`config.mk`:
```
export PLATFORM = sky130hd
export DESIGN_NAME = flash_read_sequencer
export DESIGN_NICKNAME = d
export VERILOG_FILES = /design/src/rtl/flrd_pkg.sv /design/src/rtl/flrd_ctrl.sv /design/src/rtl/flrd_bankclk.sv /design/src/rtl/flrd_dpath.sv /design/src/rtl/flash_read_sequencer.sv
export SDC_FILE = /design/constraint.sdc
export NUM_CORES = 1
export LEC_CHECK = 0
export ABC_AREA = 1
export ABC_CLOCK_PERIOD_IN_PS = 1600
export BUFFER_PORTS_ARGS = -buffer_cell sky130_fd_sc_hd__buf_4
export CAP_MARGIN = 20
export CORE_AREA = 4 4 90 92
export DETAILED_ROUTE_END_ITERATION = 8
export DIE_AREA = 0 0 94 96
export PLACE_DENSITY = 0.75
export RECOVER_POWER = 100
export SETUP_SLACK_MARGIN = 0.15
export SLEW_MARGIN = 5
export SYNTH_ARGS = -nofsm -noshare
export SYNTH_HDL_FRONTEND = slang
export SYNTH_HIERARCHICAL = 1
export SYNTH_SLANG_ARGS = --single-unit
```
`constraint.sdc`:
```
create_clock -name clk -period 1.6 [get_ports clk]
set_input_delay 0 -clock clk [delete_from_list [all_inputs] [get_ports clk]]
set_output_delay 0 -clock clk [all_outputs]
set_load 0.02 [all_outputs]
```
`src/rtl/flrd_pkg.sv`:
```
`timescale 1ns/1ps
package flrd_pkg;

  localparam int WAIT_W     = 4;
  localparam int HALF_SLOTS = 6;

  // Field positions are the configuration word layout seen by software.
  typedef struct packed {
    logic [1:0]        hiMode;
    logic              alignFall;
    logic              passThru;
    logic [WAIT_W-1:0] waitCnt;
  } rdCfg_t;

  localparam int CFG_W = $bits(rdCfg_t);

  typedef struct packed {
    logic accept;
    logic capture;
    logic passNow;
  } seqStrb_t;

  typedef enum logic [1:0] {
    ST_IDLE   = 2'd0,
    ST_ACCESS = 2'd1,
    ST_RETURN = 2'd2
  } seqState_t;

  // Bit h set: bank clock high in half-cycle h, counted from the start of cycle 0.
  function automatic logic [HALF_SLOTS-1:0] halfMask(input logic [1:0] mode,
                                                     input logic fall);
    logic [HALF_SLOTS-1:0] ones;
    ones = (HALF_SLOTS'(2) << mode) - HALF_SLOTS'(1);
    return fall ? {ones[HALF_SLOTS-2:0], 1'b0} : ones;
  endfunction

endpackage

```
`src/rtl/flrd_ctrl.sv`:
```
`timescale 1ns/1ps
module flrd_ctrl
  import flrd_pkg::*;
(
  input  logic              clk,
  input  logic              rstN,
  input  logic              rdReq,
  input  logic [WAIT_W-1:0] cfgWait,
  input  logic              cfgPass,
  input  logic              clkPending,
  output seqStrb_t          strb,
  output logic              rdReady
);

  seqState_t         state;
  logic [WAIT_W-1:0] waitLeft;
  logic              passLat;
  logic              lastCyc;

  always_comb begin
    lastCyc       = (state == ST_ACCESS) && (waitLeft == '0);
    strb.accept   = (state == ST_IDLE) && rdReq && !clkPending;
    strb.capture  = lastCyc && !passLat;
    strb.passNow  = lastCyc && passLat;
    rdReady       = strb.passNow || (state == ST_RETURN);
  end

  always_ff @(posedge clk or negedge rstN) begin
    if (!rstN) begin
      state    <= ST_IDLE;
      waitLeft <= '0;
      passLat  <= 1'b0;
    end else begin
      case (state)
        ST_IDLE: begin
          if (strb.accept) begin
            state    <= ST_ACCESS;
            waitLeft <= cfgWait;
            passLat  <= cfgPass;
          end
        end
        ST_ACCESS: begin
          if (lastCyc) begin
            state <= passLat ? ST_IDLE : ST_RETURN;
          end else begin
            waitLeft <= waitLeft - 1'b1;
          end
        end
        ST_RETURN: state <= ST_IDLE;
        default:   state <= ST_IDLE;
      endcase
    end
  end

endmodule

```
`src/rtl/flrd_bankclk.sv`:
```
`timescale 1ns/1ps
module flrd_bankclk
  import flrd_pkg::*;
(
  input  logic       clk,
  input  logic       rstN,
  input  logic       accept,
  input  logic [1:0] hiMode,
  input  logic       alignFall,
  output logic       bankClk,
  output logic       clkPending
);

  localparam int REM_W = HALF_SLOTS - 2;

  logic [HALF_SLOTS-1:0] loadMask;
  logic [REM_W-1:0]      patRem;
  logic                  posHalf;
  logic                  preNeg;
  logic                  negHalf;

  assign loadMask = halfMask(hiMode, alignFall);

  // Rising-edge side: decides the first half of each cycle and stages the second.
  always_ff @(posedge clk or negedge rstN) begin
    if (!rstN) begin
      patRem  <= '0;
      posHalf <= 1'b0;
      preNeg  <= 1'b0;
    end else if (accept) begin
      posHalf <= loadMask[0];
      preNeg  <= loadMask[1];
      patRem  <= loadMask[HALF_SLOTS-1:2];
    end else begin
      posHalf <= patRem[0];
      preNeg  <= patRem[1];
      patRem  <= {2'b00, patRem[REM_W-1:2]};
    end
  end

  // Falling-edge side: owns the second half of each cycle.
  always_ff @(negedge clk or negedge rstN) begin
    if (!rstN) negHalf <= 1'b0;
    else       negHalf <= preNeg;
  end

  assign bankClk    = clk ? posHalf : negHalf;
  assign clkPending = |patRem;

endmodule

```
`src/rtl/flrd_dpath.sv`:
```
`timescale 1ns/1ps
module flrd_dpath
  import flrd_pkg::*;
#(
  parameter int ADDR_W = 20,
  parameter int DATA_W = 32
) (
  input  logic              clk,
  input  logic              rstN,
  input  seqStrb_t          strb,
  input  logic [ADDR_W-1:0] rdAddr,
  input  logic [DATA_W-1:0] flData,
  output logic [ADDR_W-1:0] flAddr,
  output logic [DATA_W-1:0] rdData
);

  logic [DATA_W-1:0] dataQ;

  always_ff @(posedge clk or negedge rstN) begin
    if (!rstN) begin
      flAddr <= '0;
      dataQ  <= '0;
    end else begin
      if (strb.accept)  flAddr <= rdAddr;
      if (strb.capture) dataQ  <= flData;
    end
  end

  assign rdData = strb.passNow ? flData : dataQ;

endmodule

```
`src/rtl/flash_read_sequencer.sv`:
```
`timescale 1ns/1ps
module flash_read_sequencer
  import flrd_pkg::*;
#(
  parameter int ADDR_W = 20,
  parameter int DATA_W = 32
) (
  input  logic              clk,
  input  logic              rstN,
  input  logic              rdReq,
  input  logic [ADDR_W-1:0] rdAddr,
  input  logic [CFG_W-1:0]  rdCfg,
  input  logic [DATA_W-1:0] flData,
  output logic [ADDR_W-1:0] flAddr,
  output logic              bankClk,
  output logic              rdReady,
  output logic [DATA_W-1:0] rdData
);

  rdCfg_t   cfgS;
  seqStrb_t strb;
  logic     clkPending;

  assign cfgS = rdCfg_t'(rdCfg);

  flrd_ctrl i_ctrl (
    .clk        (clk),
    .rstN       (rstN),
    .rdReq      (rdReq),
    .cfgWait    (cfgS.waitCnt),
    .cfgPass    (cfgS.passThru),
    .clkPending (clkPending),
    .strb       (strb),
    .rdReady    (rdReady)
  );

  flrd_bankclk i_bankclk (
    .clk        (clk),
    .rstN       (rstN),
    .accept     (strb.accept),
    .hiMode     (cfgS.hiMode),
    .alignFall  (cfgS.alignFall),
    .bankClk    (bankClk),
    .clkPending (clkPending)
  );

  flrd_dpath #(.ADDR_W(ADDR_W), .DATA_W(DATA_W)) i_dpath (
    .clk    (clk),
    .rstN   (rstN),
    .strb   (strb),
    .rdAddr (rdAddr),
    .flData (flData),
    .flAddr (flAddr),
    .rdData (rdData)
  );

endmodule

```
# After elaboration in Yosys (flattened, before gate mapping)

Index checks and enable logic that the tools add are counted.

Register bits after elaboration: 66
Latch bits: 0
Bits in writable memories: 0
ROM bits: 0
Input bits: 63
Output and inout bits: 54
Logic and storage cells: 45
Memories kept: 0

Add/subtract/negate cells: 2
Multiply operators: 0
Div/mod/pow operators: 0
$lt $le $gt $ge: 0
Equality and inequality tests: 5
Shift operators: 1
Muxes and demuxes: 13
Bitwise gates (word level): 0
Reductions and logical operators: 15

Operators by type and width:

| cell                                              | number |
|---|---|
| two-way mux 32 bit                                | 1 |
| two-way mux 4 bit                                 | 3 |
| case mux 4 bit (2 select lines)                   | 1 |
| two-way mux 2 bit                                 | 3 |
| two-way mux 6 bit                                 | 1 |
| << shifter 2 x 2 -> 6 bit (first input constant)  | 1 |
| subtractor 6 x 2 -> 6 bit (second input constant) | 1 |
| logical AND 1 bit                                 | 5 |
| zero test 4 bit                                   | 1 |
| != test 2 x 1 -> 1 bit (second input constant)    | 2 |
| case mux 2 bit (2 select lines)                   | 1 |
| AND reduction 2 bit                               | 2 |
| OR reduction 4 bit                                | 1 |
| subtractor 4 x 1 -> 4 bit (second input constant) | 1 |
| two-way mux 1 bit                                 | 3 |
| AND reduction 3 bit                               | 1 |
| == test 2 x 1 -> 1 bit (second input constant)    | 1 |
| == test 2 bit (second input constant)             | 1 |
| zero test 1 bit                                   | 2 |
| zero test 2 bit                                   | 1 |
| != test 2 bit (second input constant)             | 1 |
| nonzero test 2 bit                                | 1 |
| logical OR 1 bit                                  | 1 |

# Longest topological paths before layout

Gate-level depths: netlist of the first run.

Word-level depth: 5
Depth in mapped cells: 11
Depth with buffers taken out: 9

# Modules after synthesis

The synthesis of the first run kept the hierarchy.

By module, submodules not included:

| module       | times used | cells each | area an instance (µm²) | sequential area each (µm²) |
|---|---|---|---|---|
| flrd_dpath   | 1          | 325        | 2458.6                 | 1301.2 |
| flrd_ctrl    | 1          | 58         | 442.9                  | 175.2 |
| flrd_bankclk | 1          | 43         | 330.3                  | 175.2 |

==> flow_metrics.tcl, run 1 <==
set metrics [dict create \
    grt_max_degree 66 \
    insertion_delay_ps 430 \
    tightest_slew_ps 877 \
    grt_first_pass_wirelength_um 15800 \
    critical-path-max-stage-delay_ps 400 \
    rsz0062_at_grt "true" \
    synth_seq_cells 66 \
    finClkSkew_ps 7.67 \
    path_clk_slew_ps 70 \
    setup_viol 73 \
    cp.arrival_ps 2060 \
    coreArea_um2 7210 \
    leakagePower_nw 2.97 \
    ys_seq_area_frac 0.511 \
    slew_headroom 0.416 \
    endpoint_kind "output pin" \
    netlist_top_cells_area "dfrtp_1 (50%), nand2_1 (31%), buf_6 (2.8%), nand2_2 (2.3%), nor2_1 (1.7%)" \
    fmax_mhz 485 \
    power_density_nw_per_um2 1910 \
    synth-edff-count 0 \
    synth_largest_area_cell "dfrtp_1" \
    syn2layout_area_growth_pct 74.8 \
    cts_tree "built" \
    multiInputGateArea_um2 1610 \
    vias_per_cell 4.74 \
    ys_top_cells_by_count "nand2_1 (269), dfrtp_1 (65), nor2_1 (15), inv_1 (13), nand2_2 (12)" \
    power.total_w 0.0108 \
    syn_inst 426 \
    ir_worst_vdd_uv 1230 \
    portBuffers 116 \
    place_area_um2 4280 \
    ys_warn_count 6 \
    synthArstFlopShare 1.00 \
    netSwitchingPower_w 0.00469 \
    chipHeight_um 96 \
    finalHoldViolations 0 \
    remaining_drc_errors 0 \
    routed_wl_um 10700 \
    dp_slack_ps -31.5 \
    grt_antenna_before_repair 0 \
    final_antenna_net_count 0 \
    die_w_um 94 \
    fin_nets 698 \
    regArea_um2 1650 \
    comb_power_share 0.546 \
    drv_cap 0 \
    rows 31 \
    synth_most_common_cell "nand2_1" \
    die_area_um2 9020 \
    seqPwrFrac 0.279 \
    path_class "flip-flop to output pin" \
    cp_max_fo 6 \
    via_count 3495 \
    fin_crit_sh 1.29 \
    internal_power_w 0.00612 \
    n_fill_cell 490 \
    slew_violations 0 \
    synth_flop_cell "dfrtp_1" \
    power.share.clock 0.175 \
    fin_crit_ps 2060 \
    finish.instance_area_um2 5650 \
    globalRouteTotalUtil 0.225 \
    worstHoldPathType "input pin to flip-flop" \
    cp_cell_sequence "inv_2, ha_4, inv_2, nor2_4, nand3_4, nor2_4, buf_12, clkbuf_16, nand2_4, nand2_2, buf_6" \
    wire_per_inst_um 14.5 \
    switching_share 0.434 \
    worstSetupStartpointType "flip-flop" \
    drt_pre_antenna_iters 4 \
    synth_cell_types 23 \
    synth_top_cell_area_share 0.503 \
    n_antenna_cell 0 \
    worstPathRequired_ps 1600 \
    dp_hpwl_um 5790 \
    grt_overflow 0 \
    synth_fp_nets 491 \
    fin_ws_ps -460 \
    start_util 0.448 \
    outcome "complete, but fails checks" \
    first_iter_violations 177 \
    gp_congestion 0.856 \
    layout-drive-gt1-share 0.394 \
    grt_pass1_vias 3438 \
    ios 117 \
    violations "setup timing" \
    postSynthAreaPerCell_um2 7.59 \
    syn-cell-area_um2 3230 \
    slowest_stage "dfrtp_1" \
]
## repair_timing
item                                    CTS  global route
endpoints found under the hold margin   128             0
hold buffers                             61             0
endpoints found under the setup margin   88            92
gates cloned                              4             3
gates resized for setup                  42            66
setup buffers                             8             7
pin swaps                                 3            32
## area by class of cell
| cell class | count | area share |
|---|---|---|
| well taps | 99 | 0.0219 |
| flip-flops and latches | 66 | 0.292 |
| multi-input cells | 320 | 0.285 |
| repair buffers | 204 | 0.320 |
| inverters | 22 | 0.0219 |
| clock buffers | 15 | 0.0361 |
| clock inverters | 7 | 0.0146 |
| repair inverters | 5 | 0.00797 |
## path summary, 6_finish.rpt
path,start,to,slack (ps),depth (start not counted)
setup reg to reg,i_ctrl/waitLeft[0]$_DFFE_PN0P_,i_dpath/dataQ[20]$_DFFE_PN0P_,-300,11
hold reg to reg,i_dpath/flAddr[5]$_DFFE_PN0P_,i_dpath/flAddr[5]$_DFFE_PN0P_,470,2
hold / removal,rdReq,i_ctrl/state[0]$_DFFE_PN0P_,80,6
max in group asynchronous,rstN,i_dpath/flAddr[5]$_DFFE_PN0P_,530,3
min in group asynchronous,rstN,i_ctrl/waitLeft[0]$_DFFE_PN0P_,500,3
setup / recovery,i_ctrl/waitLeft[0]$_DFFE_PN0P_,rdData[11],-460,11
## logic make-up (layout without fill, tap and decap cells)
kind of cell               count (synthesis)  in the layout  synth area share
AOI/OAI and AO/OA                          8              8            0.0128
adders and majority gates                  2              2           0.00774
buffers and inverters                     40            253            0.0813
DFF                                       66             66             0.511
and+or+nand+nor                          310            310             0.387
## flip-flops by register name, indices dropped and copies added (netlist names)
name and cells:
i_ctrl/state 2, i_ctrl/passLat 1, i_bankclk/patRem 4, i_bankclk/preNeg 1, i_bankclk/posHalf 1, i_dpath/flAddr 20, i_dpath/dataQ 32, i_bankclk/negHalf 1
i_ctrl/waitLeft 4
## critical path, delay by kind of cell, from the launching register on
family	cells	cell delay, ps
buffers and inverters	5	570
and+or+nand+nor	5	510
DFF	1	400
adders and majority gates	1	150
## per-layer routing
layer	GRT usage	up-vias	part of all wire
li1	-	1696	-
met1	0.261	1619	0.39
met2	0.390	157	0.52
met3	0.0657	23	0.079
met4	0.0915	0	0.017
met5	0	-	0
## power groups by stage
stage | combinational [W] | sequential, W | clock (W)
floorplan | 0.00287 | 0.00316 | 0.0000499
global placement | 0.00476 | 0.00293 | 0.0000791
detailed placement | 0.00489 | 0.00294 | 0.0000791
CTS | 0.00558 | 0.00295 | 0.00194
global route | 0.00641 | 0.00310 | 0.00202
finish | 0.00591 | 0.00301 | 0.00189
## placed cells by master (no fill, tap or decap), types with 2 or more instances in the layout
cell type | synthesis | routed
nand2_2 | 12 | 59
inv_6 | 2 | 3
clkinv_2 | 0 | 2
dfrtp_1 | 65 | 65
inv_8 | 0 | 2
buf_12 | 1 | 5
nor2_2 | 1 | 4
buf_6 | 8 | 29
inv_1 | 13 | 8
nand3_1 | 7 | 7
nor2_1 | 15 | 10
clkbuf_1 | 0 | 21
clkbuf_16 | 0 | 2
nand2_1 | 269 | 207
clkinvlp_4 | 0 | 5
inv_2 | 6 | 9
nand2_4 | 2 | 17
buf_4 | 5 | 82
dlygate4sd3_1 | 0 | 61
clkbuf_8 | 0 | 14
o21ai_1 | 4 | 2
clkbuf_2 | 0 | 3
nor2_4 | 0 | 2
o21ai_2 | 0 | 2
o21ai_0 | 3 | 3
## stage by stage
step,utilization,cells,setup TNS (ps),hold slack [ps]
floorplan,-,426,0,-296
global placement,0.593,634,0,63.7
detailed placement,0.593,634,-526,62.1
CTS,0.752,728,-14870,77.5
global route,0.783,738,-30510,88.8
finish,0.783,738,-21670,81.8
Note: power is estimated with default switching activity, not from simulation.
==> inputs of run 2 (changes only) <==
--- a/config.mk
+++ b/config.mk
@@ -6,13 +6,13 @@
 export NUM_CORES = 1
 export LEC_CHECK = 0
 export ABC_AREA = 1
-export ABC_CLOCK_PERIOD_IN_PS = 1600
+export ABC_CLOCK_PERIOD_IN_PS = 2600
 export BUFFER_PORTS_ARGS = -buffer_cell sky130_fd_sc_hd__buf_4
 export CAP_MARGIN = 20
 export CORE_AREA = 4 4 90 92
 export DETAILED_ROUTE_END_ITERATION = 8
 export DIE_AREA = 0 0 94 96
-export PLACE_DENSITY = 0.75
+export PLACE_DENSITY = 0.73
 export RECOVER_POWER = 100
 export SETUP_SLACK_MARGIN = 0.15
 export SLEW_MARGIN = 5
==> constraint.sdc (replaced) <==
create_clock -name clk -period 2.6 [get_ports clk]
set_input_delay 0 -clock clk [delete_from_list [all_inputs] [get_ports clk]]
set_output_delay 0 -clock clk [all_outputs]
set_load 0.02 [all_outputs]
==> run 2 against run 1 <==
Net effect: the flow finishes with violations (DRC, capacitance limit, slew limit); clock skew increased by 2.3 ps; design area decreased by 15%; worst setup slack improved by 620 ps; clock power decreased by 50%; largest power group unchanged; die area unchanged; flip-flop and latch count unchanged; combinational power decreased by 56%.
==> flow_metrics.tcl, run 2 (synthesis results as in run 1) <==
set metrics [dict create \
    outcome "complete, but fails checks" \
    violations "DRC, capacitance limit, slew limit" \
    via_count 3277 \
    grt_first_pass_wirelength_um 14500 \
    fin_nets 675 \
    vias_per_cell 4.58 \
    drt_pre_antenna_iters 6 \
    dp_hpwl_um 5520 \
    critPathCapture "bankClk" \
    final.setup.tns_ps 0 \
    finalHoldViolations 0 \
    remaining_drc_errors 2 \
    layout-drive-gt1-share 0.214 \
    die_w_um 94 \
    grt_pass1_vias 3226 \
    slew_violations 66 \
    regArea_um2 1650 \
    grt_overflow 0 \
    coreArea_um2 7210 \
    grt_antenna_before_repair 0 \
    multiInputGateArea_um2 1280 \
    gp_congestion 0.778 \
    tightest_slew_ps 1580 \
    routed_wl_um 9180 \
    worst_r2r_path_depth 8 \
    wire_per_inst_um 12.8 \
    slew_headroom -0.0541 \
    largest_register_ffs 32 \
    setup_viol 0 \
    rows 31 \
    cp.arrival_ps 2440 \
    path_clk_slew_ps 70 \
    leakagePower_nw 2.66 \
    worstHoldPathCells 4 \
    ios 117 \
    final_common_cell "nand2_1" \
    reg2reg_to "i_ctrl/passLat$_DFFE_PN0P_" \
    n_fill_cell 646 \
    drv_cap 1 \
    finClkSkew_ps 9.95 \
    cp_cell_sequence "inv_1, o21ai_2, clkbuf_2" \
    final_antenna_net_count 0 \
    insertion_delay_ps 430 \
    cts_tree "built" \
    r2r_slack_ps 600 \
    chipHeight_um 96 \
    rsz0062_at_grt "true" \
    worstHoldPathType "input pin to flip-flop" \
    globalRouteTotalUtil 0.205 \
    path_class "flip-flop to output pin" \
    portBuffers 116 \
    critical-path-max-stage-delay_ps 380 \
    worstSetupStartpointType "flip-flop" \
    ir_worst_vdd_uv 669 \
    cp_max_fo 1 \
    start_util 0.448 \
    power_density_nw_per_um2 1110 \
    finalNonFillerCells 716 \
    grt_max_degree 66 \
    rr_startpoint "i_bankclk/patRem[3]$_DFF_PN0_" \
    top_register "i_dpath/dataQ" \
    first_iter_violations 132 \
    placedCellCount 628 \
    final_cell_mix "nand2_1 (278), buf_4 (74), dfrtp_1 (65), dlygate4sd3_1 (64), clkbuf_1 (28)" \
    worstPathRequired_ps 2600 \
    slowest_stage "dfrtn_1" \
    top_regs "i_dpath/dataQ (32), i_dpath/flAddr (20)" \
    die_area_um2 9020 \
    endpoint_kind "output pin" \
    timing.hold.ws_ps 315 \
    syn2layout_area_growth_pct 49.0 \
    crit_start "i_bankclk/negHalf$_DFF_NN0_" \
]
[run 2: changes by cell type in the layout (fill, tap and decap cells not counted), sizes merged]
cell         delta
buf            -42
bufinv          -2
clkbuf         +25
clkinvlp        -6
diode           +1
dlygate4sd3     +3
inv             -1
[run 2: final cells by class]
class | instances | area share
multi-input combinational | 320 | 0.265
inverter | 22 | 0.0187
timing repair buffer | 186 | 0.299
clock buffer | 19 | 0.0442
sequential | 66 | 0.343
antenna | 1 | 0.000520
clock inverter | 3 | 0.00312
tap | 99 | 0.0257
[run 2: how the worst min path moves through the flow]
stage	start	end	slack, ps
finish	rdAddr[6]	i_dpath/flAddr[6]$_DFFE_PN0P_	310
global route	rdAddr[6]	i_dpath/flAddr[6]$_DFFE_PN0P_	310
CTS	rdAddr[0]	i_dpath/flAddr[0]$_DFFE_PN0P_	290
detailed placement	clk	bankClk	190
global placement	clk	bankClk	190
floorplan	rstN	i_bankclk/patRem[0]$_DFF_PN0_	-300
[run 2: per-stage QoR]
stage          cell area, um^2  setup WS, ps  power [W]   util
3_5_place_dp              4100           608    0.00468  0.569
2_1_floorplan             3230           583    0.00363      -
6_report                  4810           162    0.00534  0.667
4_1_cts                   4970           160    0.00570  0.689
3_3_place_gp              4100           653    0.00461  0.569
5_1_grt                   4810          77.6    0.00580  0.667
[run 2: where the power goes]
group,internal (W),switching [W],total [W]
Combinational,0.000908,0.00170,0.00261
Clock,0.000522,0.000427,0.000949
Sequential,0.00152,0.000267,0.00179
Total,0.00295,0.00239,0.00534
[run 2: worst max-delay path, delay by kind of cell, from the launching register on]
kind	cells	cell delay, ps
AOI/OAI and AO/OA	1	90
buffers and inverters	2	230
DFF	1	380
[run 2: per-layer routing]
metal | part of all wire | GRT usage
met1 | 0.42 | 0.245
met2 | 0.47 | 0.331
met3 | 0.095 | 0.0766
met4 | 0.017 | 0.0890
met5 | 0 | 0
[run 2: timing repair]
| action | in CTS | in global routing |
|---|---|---|
| setup buffers | 0 | 1 |
| gates resized for setup | 1 | 5 |
| hold buffers | 64 | 0 |
| endpoints found under the setup margin | 4 | 34 |
| endpoints found under the hold margin | 129 | 0 |
| gates cloned | 0 | 1 |
| pin swaps | 0 | 1 |
==> inputs of run 3 (changes only) <==
--- a/config.mk
+++ b/config.mk
@@ -9,9 +9,9 @@
 export ABC_CLOCK_PERIOD_IN_PS = 2600
 export BUFFER_PORTS_ARGS = -buffer_cell sky130_fd_sc_hd__buf_4
 export CAP_MARGIN = 20
-export CORE_AREA = 4 4 90 92
+export CORE_AREA = 2 2 88 90
 export DETAILED_ROUTE_END_ITERATION = 8
-export DIE_AREA = 0 0 94 96
+export DIE_AREA = 0 0 90 92
 export PLACE_DENSITY = 0.73
 export RECOVER_POWER = 100
 export SETUP_SLACK_MARGIN = 0.15
==> run 3 against run 2 <==
Net effect: clock power up 33%; final cell count up 0.56%; hold slack worse by 25 ps; critical path depth unchanged; the run ends with capacitance limit, slew limit left; worst setup slack worse by 57 ps; clock skew up 0.54 ps; largest cell class unchanged.
==> flow_metrics.tcl, run 3 (synthesis results as in run 1) <==
set metrics [dict create \
    outcome "complete, but fails checks" \
    violations "capacitance limit, slew limit" \
    top_register "i_dpath/dataQ" \
    worstHoldPathType "input pin to flip-flop" \
    grt_overflow 0 \
    final_common_cell "nand2_1" \
    final.setup.tns_ps 0 \
    wire_per_inst_um 12.4 \
    grt_pass1_vias 3387 \
    leakagePower_nw 2.70 \
    dp_slack_ps 640 \
    chipHeight_um 92 \
    final_cell_mix "nand2_1 (276), buf_4 (79), dfrtp_1 (65), dlygate4sd3_1 (64), clkbuf_1 (25)" \
    power_density_nw_per_um2 1160 \
    path_class "flip-flop to output pin" \
    via_count 3310 \
    final_core_util 0.656 \
    r2r_slack_ps 560 \
    finalHoldViolations 0 \
    vias_per_cell 4.60 \
    cts_tree "built" \
    remaining_drc_errors 0 \
    slew_violations 66 \
    reg2reg_to "i_dpath/dataQ[25]$_DFFE_PN0P_" \
    path_clk_slew_ps 80 \
    globalRouteTotalUtil 0.228 \
    grt_antenna_before_repair 0 \
    portBuffers 116 \
    endpoint_kind "output pin" \
    start_util 0.434 \
    grt_first_pass_wirelength_um 15100 \
    drt_pre_antenna_iters 4 \
    largest_register_ffs 32 \
    ios 117 \
    setup_viol 0 \
    worst_r2r_path_depth 10 \
    fin_nets 677 \
    routed_wl_um 8900 \
    die_w_um 90 \
    crit_start "i_bankclk/negHalf$_DFF_NN0_" \
    critical-path-max-stage-delay_ps 390 \
    critPathTopFamily "flip-flops" \
    rr_startpoint "i_ctrl/waitLeft[0]$_DFFE_PN0P_" \
    coreArea_um2 7450 \
    slowest_stage "dfrtn_1" \
    die_area_um2 8280 \
    ir_worst_vdd_uv 664 \
    top_regs "i_dpath/dataQ (32), i_dpath/flAddr (20)" \
    layout-drive-gt1-share 0.223 \
    crit_buf_inv 2 \
    n_antenna_cell 0 \
    finClkSkew_ps 10.5 \
    drv_cap 1 \
    gp_congestion 0.806 \
    worstSetupStartpointType "flip-flop" \
    worstPathRequired_ps 2600 \
    timing.hold.ws_ps 290 \
    cp_max_fo 1 \
    rsz0062_at_grt "true" \
    fin_ws_ps 105 \
    slew_headroom -0.0852 \
    tightest_slew_ps 1630 \
    grt_max_degree 66 \
    crit_cells 3 \
    syn2layout_area_growth_pct 51.1 \
    critPathCapture "bankClk" \
    first_iter_violations 125 \
    insertion_delay_ps 450 \
    final_antenna_net_count 0 \
    dp_hpwl_um 5270 \
    n_fill_cell 680 \
    rows 32 \
    cp.arrival_ps 2500 \
    cp_cell_sequence "inv_1, o21ai_1, clkbuf_2" \
]
-- run 3: cell types whose count changed in the layout (fill, tap and decap cells not counted), sizes merged --
cell / before / now
buf: 75 / 80
bufinv: 0 / 3
clkbuf: 66 / 60
clkinv: 4 / 2
clkinvlp: 0 / 1
diode: 1 / 0
inv: 21 / 22
-- run 3: worst min path at each step --
stage	depth (start not counted)	start	end	slack (ps)
after CTS	4	rdAddr[3]	i_dpath/flAddr[3]$_DFFE_PN0P_	280
final	4	rdAddr[17]	i_dpath/flAddr[17]$_DFFE_PN0P_	290
after global routing	4	rdAddr[5]	i_dpath/flAddr[5]$_DFFE_PN0P_	300
after floorplan	0	rstN	i_bankclk/patRem[0]$_DFF_PN0_	-300
after global placement	2	clk	bankClk	190
after detailed placement	2	clk	bankClk	190
-- run 3: stage by stage --
stage / instances / total power [W] / area, um^2
3_3_place_gp: 632 / 0.00459 / 4110
2_1_floorplan: 426 / 0.00363 / 3230
6_report: 720 / 0.00568 / 4880
3_5_place_dp: 632 / 0.00468 / 4110
4_1_cts: 717 / 0.00600 / 5050
5_1_grt: 720 / 0.00611 / 4880
-- run 3: timing repair --
item,in CTS,in global routing
endpoints found under the setup margin,2,34
cloned,0,0
hold buffers,64,0
pin swaps,0,0
setup buffers,0,3
resized for setup,0,2
endpoints found under the hold margin,129,0
-- run 3: report_power, final --
part	total, W	leakage [nW]	switching, W	internal [W]
Clock	0.00126	0.154	0.000469	0.000791
Sequential	0.00179	0.816	0.000269	0.00152
Combinational	0.00263	1.73	0.00171	0.000919
-- run 3: final cells by class --
type	count	area, um^2	area share
Timing Repair Buffer	188	1440	0.294
Sequential cell	66	1650	0.338
Clock buffer	16	191	0.0392
Clock inverter	6	115	0.0236
Inverter	22	90.1	0.0184
Tap cell	102	128	0.0261
Multi-Input combinational cell	320	1270	0.260
-- run 3: tightest hold or removal path: cells and delay by family --
family,cells,cell delay [ps]
buffers and inverters,2,630
and+or+nand+nor,2,90
-- run 3: layer usage --
metal  up-vias  part of all wire  track usage
met3        14             0.058       0.0616
met2       129              0.50        0.388
met5         -                 0       0.0385
met4         0             0.016       0.0923
li1       1645                 -            -
met1      1522              0.43        0.273
